## src/rtl/rw_group_reorder.sv

```systemverilog
module rw_group_reorder #(
  parameter int DEPTH    = 8,
  parameter int AW       = 8,
  parameter int CMP_BITS = 8
) (
  input  logic                     clk,
  input  logic                     rst_n,
  input  logic                     in_valid,
  input  logic                     in_read,
  input  logic [AW-1:0]            in_addr,
  input  logic                     in_last,
  output logic                     in_ready,
  output logic                     out_valid,
  output logic                     out_read,
  output logic [AW-1:0]            out_addr,
  output logic [$clog2(DEPTH)-1:0] out_tag,
  output logic                     out_last
);
  localparam int IW = $clog2(DEPTH);
  localparam int CW = IW + 1;
  localparam int CB = (CMP_BITS < 1) ? 1 : ((CMP_BITS > AW) ? AW : CMP_BITS);

  logic          slot_rd [DEPTH];
  logic [AW-1:0] slot_ad [DEPTH];
  logic [DEPTH-1:0] pend;
  logic [CW-1:0] fill;
  logic          emitting;

  logic          rd_hit, wr_hit, any_hit;
  logic [IW-1:0] rd_idx, wr_idx, any_idx, sel;
  logic          accept, close_set;

  assign in_ready  = !emitting;
  assign out_valid = emitting;
  assign accept    = in_valid && in_ready;
  assign close_set = in_last || (fill == CW'(DEPTH - 1));

  always_ff @(posedge clk) begin
    if (accept) begin
      slot_rd[fill[IW-1:0]] <= in_read;
      slot_ad[fill[IW-1:0]] <= in_addr;
    end
  end

  always_ff @(posedge clk) begin
    if (!rst_n) begin
      emitting <= 1'b0;
      fill     <= '0;
      pend     <= '0;
    end else if (accept) begin
      pend[fill[IW-1:0]] <= 1'b1;
      if (close_set) begin
        emitting <= 1'b1;
        fill     <= '0;
      end else begin
        fill <= fill + CW'(1);
      end
    end else if (emitting) begin
      pend[sel] <= 1'b0;
      if (out_last) emitting <= 1'b0;
    end
  end

  always_comb begin
    rd_hit  = 1'b0;
    rd_idx  = '0;
    any_hit = 1'b0;
    any_idx = '0;
    for (int i = DEPTH - 1; i >= 0; i--) begin
      if (pend[i] && slot_rd[i]) begin
        rd_hit = 1'b1;
        rd_idx = IW'(i);
      end
      if (pend[i]) begin
        any_hit = 1'b1;
        any_idx = IW'(i);
      end
    end
  end

  always_comb begin
    wr_hit = 1'b0;
    wr_idx = '0;
    for (int i = DEPTH - 1; i >= 0; i--) begin
      if (pend[i] && !slot_rd[i] && (IW'(i) < rd_idx) &&
          (slot_ad[i][CB-1:0] == slot_ad[rd_idx][CB-1:0])) begin
        wr_hit = 1'b1;
        wr_idx = IW'(i);
      end
    end
  end

  assign sel      = rd_hit ? (wr_hit ? wr_idx : rd_idx) : any_idx;
  assign out_read = slot_rd[sel];
  assign out_addr = slot_ad[sel];
  assign out_tag  = sel;
  assign out_last = emitting && any_hit && ($countones(pend) == 1);
endmodule

```

## config.mk

```make
export PLATFORM = sky130hd
export DESIGN_NAME = rw_group_reorder
export DESIGN_NICKNAME = d
export VERILOG_FILES = /design/src/rtl/rw_group_reorder.sv
export SDC_FILE = /design/constraint.sdc
export NUM_CORES = 1
export LEC_CHECK = 0
export CORE_MARGIN = 3
export CORE_UTILIZATION = 45
export DETAILED_ROUTE_END_ITERATION = 12
export DONT_BUFFER_PORTS = 1
export SLEW_MARGIN = 25
export SYNTH_ARGS = -nofsm -noshare
export SYNTH_HDL_FRONTEND = slang
export SYNTH_SLANG_ARGS = --single-unit
```

## constraint.sdc

```tcl
create_clock -name clk -period 5.8 [get_ports clk]
set_input_delay 1.74 -clock clk [delete_from_list [all_inputs] [get_ports clk]]
set_output_delay 1.74 -clock clk [all_outputs]
set_load 0.02 [all_outputs]
```

==> flow_summary.json <==
{
  "status": "finished, violations left",
  "violations": "setup timing",
  "ant_nets": 0,
  "die_area_sq_um": 14400,
  "top_level_ports": 28,
  "leakagePower_nw": 3.43,
  "wl_per_cell_um": 26.6,
  "cp-startpoint": "slot_rd[3]",
  "place_congestion": 1.11,
  "dr.pass1.iters": 6,
  "ctsHoldBuffers": 0,
  "yosysMostFrequentCell": "edfxtp_1",
  "die_h_um": 120,
  "die_w_um": 120,
  "synth_seq_cells": 85,
  "worstPathMaxFanout": 7,
  "cts_sinks": 85,
  "rows": 41,
  "fillers": 976,
  "hp-class": "reg2reg",
  "insertion_delay_ns": 0.35,
  "ctsRootBufferMaster": "clkbuf_16",
  "first_iter_violations": 895,
  "synth_common_cells": "edfxtp_1, o21ai_0, nor2_1",
  "reg2regPathDepth": 20,
  "synth-edff-count": 72,
  "vdd_drop_max_v": 0.000210,
  "finalMaxSlewViolations": 0,
  "hold_viol_final": 0,
  "start_util_pct": 46.1,
  "cts_tree": "done",
  "grt_max_degree": 21,
  "area_growth_pct": 50.3,
  "fin_crit_ns": 6.48,
  "grt_pass1_wl_um": 36600,
  "clock_skew_ns": 0.00942,
  "yosysTopAreaCellShare_pct": 37.0,
  "finalHoldWorstSlack_ns": 0.508,
  "maxCapViolCount": 0,
  "synth_top_area_cell": "edfxtp_1",
  "fin_ws_ns": -0.676,
  "hold_depth": 2,
  "dp_cells": 896,
  "hpwl_um": 18500,
  "tightest_slew_ns": 0.955,
  "seq_area_frac_synth_pct": 41.4,
  "endpoint_kind": "output pin",
  "crit_arrival_ns": 4.74,
  "reg2reg_from": "slot_rd[3]",
  "numCtsBuffers": 9,
  "fin_nets": 814,
  "drt-total-wl_um": 25800,
  "syn_area_sq_um": 5840,
  "synth_ff_type": "edfxtp_1",
  "vias": 6341,
  "grt_setup_unrepaired": "yes",
  "grt_pass1_vias": 5924,
  "grt-ovfl-total": 0,
  "htree_levels": 3,
  "core-area_sq_um": 12700,
  "relSlewSlack_pct": 35.8,
  "synth_cells": 582,
  "io_buffers": 0,
  "async_reset_ff_share_pct": 0,
  "ys_top_cells_by_area": "edfxtp_1, dfxtp_1, o21ai_0",
  "syn_nets": 603,
  "clk_pin_slew_worst_paths_ns": 0.07,
  "required_ns": 4.06,
  "grt_antenna_before_repair": 0,
  "grt_usage_pct": 34.4,
  "powerDensity_nw_per_um2": 186,
  "finalSetupViolations": 12,
  "final_cells": 970,
  "synth_cell_type_count": 87,
  "path_class": "reg2out",
  "ys_warn_count": 0,
  "start_kind": "register",
  "fin_crit_sh_pct": 112,
  "fmax_ghz": 0.154,
  "viasPerCell": 6.54,
  "syn_area_per_cell_sq_um": 10.0,
  "layout-drive-gt1-share_pct": 44.5,
  "cts_buffer_depth": 2,
  "drc_errors": 0,
  "n_antenna_cell": 0,
  "worstHoldStart": "fill[0]"
}
[cell families (layout without fill, tap and decap cells)]
| kind of cell | count (synthesis) | in the layout | synth area share (%) |
|---|---|---|---|
| flip-flops | 85 | 85 | 41.4 |
| multiplexers | 14 | 14 | 2.46 |
| AO/OA/AOI/OAI | 210 | 210 | 27.9 |
| AND/OR/NAND/NOR | 176 | 176 | 15.8 |
| XOR/XNOR | 39 | 39 | 5.84 |
| buffers and inverters | 50 | 266 | 4.30 |
| adder cells (fa/ha/maj) | 8 | 8 | 2.23 |
[path summary, 6_finish.rpt]
check / endpoint / slack [ns]
max reg2reg: pend[5] / 1.53
min reg2reg: fill[0] / 0.51
max: out_addr[7] / -0.68
min: fill[0] / 0.51
[cell type report]
type / count / area [sq um] / share of cell area, %
Multi-Input combinational cell: 447 / 3680 / 41.9
Sequential cell: 85 / 2420 / 27.6
Timing Repair Buffer: 229 / 2100 / 23.9
Clock buffer: 9 / 225 / 2.56
Tap cell: 172 / 215 / 2.45
Inverter: 21 / 83.8 / 0.954
Clock inverter: 7 / 58.8 / 0.669
[flip-flops by register name, indices dropped and copies added, names as in the netlist]
name / count
slot_ad: 64
pend: 8
slot_rd: 8
fill: 4
out_valid: 1
[stage by stage]
| stage | area [sq um] | TNS [ns] | util [%] | worst slack, ns | total power (W) |
|---|---|---|---|---|---|
| floorplan | 5840 | 0 | - | 0.103 | 0.000861 |
| global placement | 7330 | -3.48 | 57.9 | -0.525 | 0.000998 |
| detailed placement | 7330 | -3.87 | 57.9 | -0.566 | 0.00100 |
| CTS | 8120 | -3.79 | 64.1 | -0.424 | 0.00158 |
| global route | 8780 | -7.23 | 69.3 | -0.794 | 0.00168 |
| finish | 8780 | -6.08 | 69.3 | -0.676 | 0.00163 |
[power breakdown]
part           total (W)  switching, W  internal (W)  leakage [nW]
sequential      0.000690     0.0000157      0.000674         0.758
combinational   0.000388      0.000201      0.000187          2.55
clock           0.000552      0.000256      0.000295         0.126
total            0.00163      0.000473       0.00116          3.43
[worst max-delay path: stages (launching register included)]
cell and delay (ns):
edfxtp_1 0.43, buf_4 0.17, and2_1 0.19, o21a_2 0.26
a21oi_4 0.23, buf_12 0.16, mux2i_2 0.26, nand4_2 0.18
buf_6 0.17, buf_4 0.14, xor2_4 0.17, nand3_2 0.14
or4_4 0.46, and2_4 0.19, a31oi_4 0.19, inv_4 0.07
a21oi_4 0.19, buf_12 0.16, clkbuf_16 0.16, a221oi_2 0.05
o211ai_1 0.23, buf_4 0.18
[per-layer routing]
metal	part of all wire (%)	track usage (%)	wire length, um	vias up
li1	-	-	-	2717
met1	40	47.6	10300	3107
met2	43	51.2	11200	428
met3	12	10.8	3220	87
met4	4.0	12.0	1020	2
met5	0.23	0	59	-
[repair_timing]
item | 4_1_cts | 5_1_grt
buffers inserted | 24 | 28
pin swaps | 29 | 38
endpoints found under the setup margin | 12 | 12
resized for setup | 61 | 59
cloned | 0 | 6
[layout by cell type, fill, tap and decap left out, drive strengths merged, types with 6 or more instances in the layout]
cell type / synthesis / layout
buf: 24 / 224
edfxtp: 72 / 72
o21ai: 56 / 56
nor2: 40 / 40
nand2: 31 / 31
nand3: 26 / 26
nor3: 26 / 26
inv: 21 / 23
xnor2: 23 / 23
a21oi: 22 / 22
a221oi: 21 / 21
a211o: 19 / 19
xor2: 16 / 16
o211ai: 14 / 14
clkbuf: 5 / 14
a31oi: 14 / 14
dfxtp: 13 / 13
mux2i: 11 / 11
nor4: 9 / 9
o22ai: 8 / 8
and2: 7 / 7
a22oi: 6 / 6
Note: power is estimated with default switching activity, not from simulation.
